[src/rtl/clkdiv_pkg.sv]
package clkdiv_pkg;
  localparam int CODE_W  = 2;
  localparam int GATE_N  = 5;
  localparam int ADDR_W  = 2;
  localparam int DATA_W  = 2 * CODE_W + 2 + GATE_N;

  localparam logic [ADDR_W-1:0] ADDR_BUS = ADDR_W'(0);
  localparam logic [ADDR_W-1:0] ADDR_PER = ADDR_W'(1);

  // field offsets in the peripheral word
  localparam int OFS_TMR_CODE = 0;
  localparam int OFS_TMR_ON   = CODE_W;
  localparam int OFS_SER_CODE = CODE_W + 1;
  localparam int OFS_SER_ON   = 2 * CODE_W + 1;
  localparam int OFS_GATES    = 2 * CODE_W + 2;

  typedef struct packed {
    logic [CODE_W-1:0] bus_code;
    logic [CODE_W-1:0] pbus_code;
    logic [CODE_W-1:0] tmr_code;
    logic              tmr_on;
    logic [CODE_W-1:0] ser_code;
    logic              ser_on;
    logic [GATE_N-1:0] gates;
  } ctrl_t;
endpackage

[src/rtl/clkdiv_rst_sync.sv]
module clkdiv_rst_sync #(
  parameter int STAGES = 2
) (
  input  logic clk,
  input  logic rst_n,
  output logic rst_n_sync
);
  logic [STAGES-1:0] sync_q;
  logic [STAGES-1:0] sync_d;

  always_comb begin
    sync_d = {sync_q[STAGES-2:0], 1'b1};
  end

  always_ff @(posedge clk or negedge rst_n) begin
    if (!rst_n) sync_q <= '0;
    else        sync_q <= sync_d;
  end

  assign rst_n_sync = sync_q[STAGES-1];
endmodule

[src/rtl/clkdiv_ctrl_regs.sv]
module clkdiv_ctrl_regs
  import clkdiv_pkg::*;
(
  input  logic              clk,
  input  logic              rst_n,
  input  logic              wr_en,
  input  logic [ADDR_W-1:0] wr_addr,
  input  logic [DATA_W-1:0] wr_data,
  output ctrl_t             ctrl
);
  ctrl_t ctrl_q;
  ctrl_t ctrl_d;

  always_comb begin
    ctrl_d = ctrl_q;
    if (wr_en && wr_addr == ADDR_BUS) begin
      ctrl_d.bus_code  = wr_data[CODE_W-1:0];
      ctrl_d.pbus_code = wr_data[2*CODE_W-1:CODE_W];
    end else if (wr_en && wr_addr == ADDR_PER) begin
      ctrl_d.tmr_code = wr_data[OFS_TMR_CODE +: CODE_W];
      ctrl_d.tmr_on   = wr_data[OFS_TMR_ON];
      ctrl_d.ser_code = wr_data[OFS_SER_CODE +: CODE_W];
      ctrl_d.ser_on   = wr_data[OFS_SER_ON];
      ctrl_d.gates    = wr_data[OFS_GATES +: GATE_N];
    end
  end

  always_ff @(posedge clk or negedge rst_n) begin
    if (!rst_n) ctrl_q <= '0;
    else        ctrl_q <= ctrl_d;
  end

  assign ctrl = ctrl_q;

  // writes that are not strobed, or go to an unused address, leave settings alone
  a_r10_ignored_write: assert property (@(posedge clk) disable iff (!rst_n)
    !(wr_en && (wr_addr == ADDR_BUS || wr_addr == ADDR_PER)) |=> $stable(ctrl_q));
endmodule

[src/rtl/clkdiv_pow2.sv]
module clkdiv_pow2 #(
  parameter int CODE_W = 2
) (
  input  logic              clk,
  input  logic              rst_n,
  input  logic              in_en,
  input  logic [CODE_W-1:0] code,
  output logic              out_en
);
  localparam int CNT_W = (1 << CODE_W) - 1;

  logic [CODE_W-1:0] code_q;
  logic [CNT_W-1:0]  cnt_q;
  logic [CNT_W-1:0]  cnt_d;
  logic [CNT_W-1:0]  eff_cnt;
  logic [CNT_W-1:0]  last_cnt;
  logic [CNT_W:0]    ratio;
  logic              hit;

  always_comb begin
    ratio    = (CNT_W+1)'(1) << code;
    last_cnt = CNT_W'(ratio - 1'b1);
    eff_cnt  = (code != code_q) ? '0 : cnt_q;
    hit      = in_en && (eff_cnt == last_cnt);
    if (!in_en)   cnt_d = eff_cnt;
    else if (hit) cnt_d = '0;
    else          cnt_d = CNT_W'(eff_cnt + 1'b1);
  end

  always_ff @(posedge clk or negedge rst_n) begin
    if (!rst_n) begin
      code_q <= '0;
      cnt_q  <= '0;
    end else begin
      code_q <= code;
      cnt_q  <= cnt_d;
    end
  end

  assign out_en = hit;

  // code zero forwards the input enable unchanged
  a_r9_div1_passthru: assert property (@(posedge clk) disable iff (!rst_n)
    (code == '0) |-> (out_en == in_en));
  // with a settled code the count stays inside the period
  a_r8_count_bound: assert property (@(posedge clk) disable iff (!rst_n)
    (code == code_q) |-> (cnt_q <= last_cnt));
  // a pulse never appears without an input enable
  a_r1_out_needs_in: assert property (@(posedge clk) disable iff (!rst_n)
    out_en |-> in_en);
endmodule

[src/rtl/clkdiv_tree.sv]
module clkdiv_tree
  import clkdiv_pkg::*;
(
  input  logic              clk,
  input  logic              rst_n,
  input  logic              wr_en,
  input  logic [ADDR_W-1:0] wr_addr,
  input  logic [DATA_W-1:0] wr_data,
  output logic              bus_en,
  output logic              pbus_en,
  output logic              tmr_en,
  output logic              ser_en,
  output logic [GATE_N-1:0] gate_en
);
  logic  rst_n_s;
  ctrl_t ctrl;
  logic  tmr_raw;
  logic  ser_raw;

  clkdiv_rst_sync #(.STAGES(2)) u_rst (
    .clk(clk), .rst_n(rst_n), .rst_n_sync(rst_n_s));

  clkdiv_ctrl_regs u_regs (
    .clk(clk), .rst_n(rst_n_s), .wr_en(wr_en), .wr_addr(wr_addr),
    .wr_data(wr_data), .ctrl(ctrl));

  // cascade: the peripheral divider counts bus enables
  clkdiv_pow2 #(.CODE_W(CODE_W)) u_bus (
    .clk(clk), .rst_n(rst_n_s), .in_en(1'b1), .code(ctrl.bus_code),
    .out_en(bus_en));

  clkdiv_pow2 #(.CODE_W(CODE_W)) u_pbus (
    .clk(clk), .rst_n(rst_n_s), .in_en(bus_en), .code(ctrl.pbus_code),
    .out_en(pbus_en));

  clkdiv_pow2 #(.CODE_W(CODE_W)) u_tmr (
    .clk(clk), .rst_n(rst_n_s), .in_en(1'b1), .code(ctrl.tmr_code),
    .out_en(tmr_raw));

  clkdiv_pow2 #(.CODE_W(CODE_W)) u_ser (
    .clk(clk), .rst_n(rst_n_s), .in_en(1'b1), .code(ctrl.ser_code),
    .out_en(ser_raw));

  assign tmr_en = tmr_raw & ctrl.tmr_on;
  assign ser_en = ser_raw & ctrl.ser_on;

  for (genvar g = 0; g < GATE_N; g++) begin : g_gate
    assign gate_en[g] = ctrl.gates[g];
  end

  // the peripheral enable is a subset of the bus enable
  a_r3_pbus_in_bus: assert property (@(posedge clk) disable iff (!rst_n_s)
    pbus_en |-> bus_en);
  // closed timer gate blocks its enable
  a_r4_tmr_closed: assert property (@(posedge clk) disable iff (!rst_n_s)
    !ctrl.tmr_on |-> !tmr_en);
  // closed serial gate blocks its enable
  a_r5_ser_closed: assert property (@(posedge clk) disable iff (!rst_n_s)
    !ctrl.ser_on |-> !ser_en);
  // with peripheral code zero both bus enables coincide
  a_r2_pbus_div1: assert property (@(posedge clk) disable iff (!rst_n_s)
    (ctrl.pbus_code == '0 && $stable(ctrl.pbus_code)) |-> (pbus_en == bus_en));
endmodule

[config.mk]
export PLATFORM = sky130hd
export DESIGN_NAME = clkdiv_tree
export DESIGN_NICKNAME = d
export VERILOG_FILES = /design/src/rtl/clkdiv_pkg.sv /design/src/rtl/clkdiv_rst_sync.sv /design/src/rtl/clkdiv_ctrl_regs.sv /design/src/rtl/clkdiv_pow2.sv /design/src/rtl/clkdiv_tree.sv
export SDC_FILE = /design/constraint.sdc
export NUM_CORES = 1
export LEC_CHECK = 0
export BUFFER_PORTS_ARGS = -buffer_cell sky130_fd_sc_hd__buf_2
export CAP_MARGIN = 20
export CORE_ASPECT_RATIO = 1.75
export CORE_MARGIN = 2
export CORE_UTILIZATION = 50
export CTS_CLUSTER_DIAMETER = 200
export DETAILED_ROUTE_END_ITERATION = 8
export GPL_ROUTABILITY_DRIVEN = 0
export PLACE_DENSITY = 0.71
export SYNTH_ARGS = -nofsm -noshare
export SYNTH_HDL_FRONTEND = slang
export SYNTH_SLANG_ARGS = --single-unit
[constraint.sdc]
create_clock -name clk -period 1.52 [get_ports clk]
set_input_delay 0.304 -clock clk [delete_from_list [all_inputs] [get_ports clk]]
set_output_delay 0.304 -clock clk [all_outputs]
set_load 0.05 [all_outputs]
==> flow_metrics.tcl, run 1 <==
set metrics [dict create \
    numPortBuffers 24 \
    fillers 200 \
    cp.arrival_ps 1800 \
    yosysWarnings 0 \
    run_status "finished, violations left" \
    final_layout_size_suffix_gt1_frac 0.661 \
    dr.pass1.iters 4 \
    hold_class "in -> reg" \
    fin_hold_ws_ps 243 \
    synth_nets 169 \
    die_y_um 82.7 \
    start_util 0.520 \
    final.min_clock_period_ps 2100 \
    placed_cells 242 \
    overflow 0 \
    grt_first_pass_wirelength_um 7010 \
    criticalPathCategory "reg -> out" \
    timing.fmax_ghz 0.476 \
    setup_viol 10 \
    fp.dieW_um 49.0 \
    ant_nets 0 \
    first_global_vias 1581 \
    seq_area_um2 940 \
    setup_slack_ps -581 \
    multiInputGateArea_um2 1040 \
    finalHoldViolCount 0 \
    vias 1398 \
    cts_tree "done" \
    cts-buffers-inserted 5 \
    antenna_found_initial 0 \
    htreeDepth 2 \
    ioPinCount 25 \
    worstSetupEndpointType "primary output" \
    power.leakage_nw 1.22 \
    wl_per_cell_um 16.6 \
    most-common-layout-cells "buf_4 (37), dfrtp_1 (26), buf_2 (20), mux2_2 (15), dfrtp_2 (11)" \
    syn_avg_cell_area_um2 11.9 \
    drt_iter0_drc 21 \
    tns_ps -2970 \
    drv_slew 0 \
    path_max_fanout 7 \
    cts_root_buffer "clkbuf_8" \
    viasPerCell 5.32 \
    period_share 1.38 \
    ys_types 35 \
    area_growth_pct 52.8 \
    irDropWorstVdd_uv 1160 \
    p_per_area_nw_per_um2 1510 \
    rows 28 \
    grt_max_degree 36 \
    dieArea_um2 4050 \
    worstPathRequired_ps 1220 \
    grt_usage 0.232 \
    wirelength_um 4370 \
    fin_nets 237 \
    syn_inst 149 \
    pre_cts_slack_ps -369 \
    rsz0062_at_grt "yes" \
    core_area_um2 3400 \
    failed_checks "setup timing" \
    layout.cells.non_filler 263 \
    dp.final_hpwl_um 2700 \
    clock-sinks 37 \
    path_clk_slew_ps 70 \
    clock_path_buffers 2 \
    insertion_delay_ps 280 \
    finalPower_mw 4.08 \
    syn_area_um2 1770 \
    layout_commonest_cell "buf_4" \
    drc_errors 0 \
    ys_seq_elements 37 \
    diodes 0 \
    start_kind "register" \
    ys_seq_area_frac 0.524 \
    finalClockSkew_ps 3.78 \
    drv_cap 0 \
]
-- registers in the layout, indices dropped and copies added, names as in the netlist --
name / count
u_regs.ctrl: 15
u_tmr.cnt_q: 3
u_rst.sync_q: 2
u_pbus.code_q: 2
u_bus.code_q: 2
u_bus.cnt_q: 3
u_tmr.code_q: 2
u_ser.code_q: 2
u_ser.cnt_q: 3
u_pbus.cnt_q: 3
-- final timing paths --
path                            startpoint         endpoint  slack [ps]  depth (start not counted)
max reg2reg                u_pbus.cnt_q[2]  u_pbus.cnt_q[2]        -270                          8
max                        u_pbus.cnt_q[2]          pbus_en        -580                          6
min reg2reg                u_rst.sync_q[1]   u_ser.cnt_q[1]         280                          1
min                             wr_data[9]   u_regs.ctrl[3]         240                          2
min in group asynchronous  u_rst.sync_q[1]   u_ser.cnt_q[1]         280                          1
max in group asynchronous  u_rst.sync_q[1]  u_regs.ctrl[12]         910                          1
-- layer usage --
metal | GRT usage | routed length (µm)
met1 | 0.217 | 1480
met3 | 0.0468 | 119
met5 | 0 | 0
met4 | 0.0771 | 63
met2 | 0.489 | 2700
-- metrics by stage --
| stage | utilization | area [µm²] |
|---|---|---|
| 2_1_floorplan | - | 1810 |
| 3_3_place_gp | 0.639 | 2170 |
| 3_5_place_dp | 0.639 | 2170 |
| 4_1_cts | 0.762 | 2590 |
| 5_1_grt | 0.795 | 2700 |
| 6_report | 0.795 | 2700 |
-- final cells by class --
| cell class | count | area share |
|---|---|---|
| Clock buffer | 7 | 0.0357 |
| Clock inverter | 1 | 0.00185 |
| Inverter | 8 | 0.0130 |
| Multi-Input combinational cell | 96 | 0.386 |
| Sequential cell | 37 | 0.348 |
| Tap cell | 45 | 0.0208 |
| Timing Repair Buffer | 69 | 0.195 |
-- cells by family after synthesis --
logic type	count (synthesis)	share of synthesized area
AO/OA/AOI/OAI	16	0.0849
AND/OR/NAND/NOR	47	0.152
buffers and inverters	16	0.0488
other	1	0.00212
multiplexers	15	0.0955
XOR/XNOR	13	0.0644
adder cells (fa/ha/maj)	4	0.0283
flip-flops	37	0.524
-- report_power, final --
part	leakage [nW]	internal, mW	switching (mW)	total [mW]
combinational	0.728	1.02	0.829	1.85
sequential	0.438	1.20	0.268	1.47
clock	0.0542	0.410	0.346	0.756
-- critical path, cell delays in order (launching register included) --
cell,delay [ps]
dfrtp_2,490
and4_1,240
nor3_2,230
o32ai_2,120
buf_4,150
and2_4,130
buf_8,140
-- repair_timing --
item | in CTS | in global routing
setup endpoints to repair | 14 | 15
pin swaps | 24 | 17
endpoints found under the hold margin | 2 | 0
hold buffers | 1 | 0
buffers inserted | 16 | 7
gates resized for setup | 54 | 22
-- synthesized netlist by cell type --
cell | instances | area, µm²
dfrtp_1 | 37 | 926
mux2_2 | 15 | 169
nor2_1 | 12 | 45.0
xor2_1 | 9 | 78.8
inv_1 | 8 | 30.0
buf_4 | 7 | 52.6
nand2_1 | 7 | 26.3
and2_1 | 5 | 31.3
nand3_1 | 5 | 25.0
ha_1 | 4 | 50.1
nor4bb_1 | 4 | 40.0
xnor2_1 | 4 | 35.0
nor3_1 | 3 | 15.0
o32ai_1 | 3 | 26.3
a21oi_1 | 2 | 10.0
and4_1 | 2 | 17.5
nor4b_1 | 2 | 17.5
o31a_1 | 2 | 17.5
or3_1 | 2 | 12.5
a21boi_0 | 1 | 7.51
a2bb2o_1 | 1 | 10.0
a32o_1 | 1 | 10.0
and2b_1 | 1 | 7.51
and3_1 | 1 | 6.26
clkbuf_1 | 1 | 3.75
conb_1 | 1 | 3.75
nand3b_1 | 1 | 7.51
nor3_2 | 1 | 10.0
nor3b_1 | 1 | 7.51
o21a_1 | 1 | 7.51
o21ai_0 | 1 | 5.00
o21ai_2 | 1 | 8.76
o311a_2 | 1 | 11.3
o311ai_0 | 1 | 8.76
o32ai_4 | 1 | 27.5
Power figures use the tool's default switching activity.
==> run 2, diff against run 1 <==
- ABC_AREA: unset -> 1
- PLACE_DENSITY: 0.71 -> 0.7
- SKIP_CTS_REPAIR_TIMING: unset -> 1
==> run 2 against run 1 <==
  * The flow still finishes with violations (setup timing)
  * Via count rose by 8.9%
  * Combinational power fell by 11%
  * Largest cell class unchanged
  * Synthesized cell count rose by 42%
  * Worst setup slack improved by 40 ps
  * Critical endpoint is now ser_en
  * Wire length fell by 14%
==> flow_metrics.tcl, run 2 <==
set metrics [dict create \
    finalHoldViolCount 0 \
    dp.final_hpwl_um 2680 \
    rsz0062_at_grt "yes" \
    fin_nets 295 \
    synth_common_cells "nand2_1 (48), dfrtp_1 (37), inv_1 (36)" \
    wl_per_cell_um 11.7 \
    synthArstFlopShare 1.00 \
    yosys-top-cells-area "dfrtp_1 (48%), nand2_1 (9.4%), inv_1 (7.1%)" \
    ioPinCount 25 \
    cts-buffers-inserted 5 \
    pre_cts_slack_ps -314 \
    final_layout_size_suffix_gt1_frac 0.460 \
    clock-sinks 37 \
    yosysMostFrequentCell "nand2_1" \
    synth-main-ff-cell "dfrtp_1" \
    ys_seq_area_frac 0.484 \
    drt_iter0_drc 11 \
    antenna_found_initial 0 \
    start_kind "register" \
    clock_path_buffers 2 \
    drv_slew 0 \
    rr_startpoint "u_regs.ctrl[11]" \
    largest_reg_flops 15 \
    final.min_clock_period_ps 2060 \
    viasPerCell 4.73 \
    core_area_um2 3630 \
    grt_first_pass_wirelength_um 6310 \
    failed_checks "setup timing" \
    start_util 0.527 \
    rows 29 \
    ys_types 26 \
    power.leakage_nw 1.40 \
    wirelength_um 3750 \
    tns_ps -2160 \
    period_share 1.36 \
    cp.arrival_ps 1760 \
    dieArea_um2 4350 \
    run_status "finished, violations left" \
    path_max_fanout 4 \
    grt_max_degree 18 \
    cts_tree "done" \
    die_y_um 85.8 \
    path_clk_slew_ps 70 \
    htreeDepth 2 \
    irDropWorstVdd_uv 1030 \
    first_global_vias 1560 \
    finalClockSkew_ps 3.50 \
    setup_slack_ps -541 \
    synth_top_area_cell "dfrtp_1" \
    cts_root_buffer "clkbuf_8" \
    fin_hold_ws_ps 125 \
    most-common-layout-cells "nand2_1 (38), buf_4 (35), inv_1 (34), dfrtp_1 (33), buf_2 (20)" \
    criticalPathCategory "reg -> out" \
    layout.cells.non_filler 322 \
    numPortBuffers 24 \
    worstSetupStartpoint "u_regs.ctrl[6]" \
    yosysTopAreaCellShare 0.484 \
    diodes 0 \
    syn_avg_cell_area_um2 9.02 \
    reg2reg_slack_ps -120 \
    insertion_delay_ps 290 \
    drc_errors 0 \
    overflow 0 \
    r2r-end "u_pbus.cnt_q[2]" \
    timing.fmax_ghz 0.485 \
    worstPathRequired_ps 1220 \
    dr.pass1.iters 4 \
    synth-edff-count 0 \
    worstSetupEndpointType "primary output" \
    yosysWarnings 0 \
    grt_usage 0.192 \
    layout_commonest_cell "nand2_1" \
    vias 1522 \
    critPathCapture "ser_en" \
    fp.dieW_um 50.7 \
    area_growth_pct 37.8 \
    placed_cells 308 \
    syn_inst 212 \
    setup_viol 12 \
    p_per_area_nw_per_um2 1380 \
    hold_class "reg -> async" \
    ys_seq_elements 37 \
    drv_cap 0 \
    syn_area_um2 1910 \
    synth_nets 232 \
    ant_nets 0 \
    worstRegToRegCells 9 \
]
[run 2: worst min-delay path by stage]
stage                     from         endpoint  cells after the start
3_5_place_dp             rst_n  u_rst.sync_q[0]                      1
4_1_cts                  rst_n  u_rst.sync_q[0]                      1
2_1_floorplan            rst_n  u_rst.sync_q[0]                      0
3_3_place_gp             rst_n  u_rst.sync_q[0]                      1
5_1_grt        u_rst.sync_q[1]  u_bus.code_q[1]                      0
6_report       u_rst.sync_q[1]  u_regs.ctrl[13]                      0
[run 2: final cells by class]
type                    instances  area, µm²
fillers                       285        995
multi-input cells             130        961
flip-flops and latches         37        931
repair buffers                 63        459
inverters                      38        143
clock buffers                   6       72.6
well taps                      46       57.6
clock inverters                 2       10.0
[run 2: stage by stage]
step	power (mW)	util	area, µm²
4_1_cts	3.35	0.667	2420
2_1_floorplan	2.27	-	1960
6_report	3.62	0.726	2630
3_3_place_gp	2.65	0.644	2340
3_5_place_dp	2.68	0.644	2340
5_1_grt	3.86	0.726	2630
[run 2: cells by family (layout without fill, tap and decap cells)]
group                      count (synthesis)  count (layout)  share of synthesized area
AOI/OAI and AO/OA                         14              14                     0.0367
DFF                                       37              37                      0.484
adders and majority gates                  4               4                     0.0262
buffers and inverters                     45             109                     0.0988
muxes                                      5               5                     0.0294
other                                      1               1                    0.00196
and+or+nand+nor                           94              94                      0.256
xor gates and xnor gates                  12              12                     0.0668
[run 2: routing by layer]
layer / vias to the layer above / GRT usage / part of all wire
li1: 772 / - / -
met1: 712 / 0.201 / 0.38
met2: 31 / 0.353 / 0.57
met3: 7 / 0.0418 / 0.031
met4: 0 / 0.0885 / 0.023
met5: - / 0 / 0
[run 2: critical path, stage by stage (launching register included)]
cell     delay [ps]
dfrtp_1         400
xnor2_1         190
nand2_2         150
nor2_4          140
xor2_2          190
nand3_4         120
nor2_4          120
buf_6           160
[run 2: power by group]
part	internal, mW	switching [mW]	total, mW
clock network	0.318	0.344	0.662
logic	0.723	0.918	1.64
registers	1.19	0.134	1.32
total	2.23	1.40	3.62
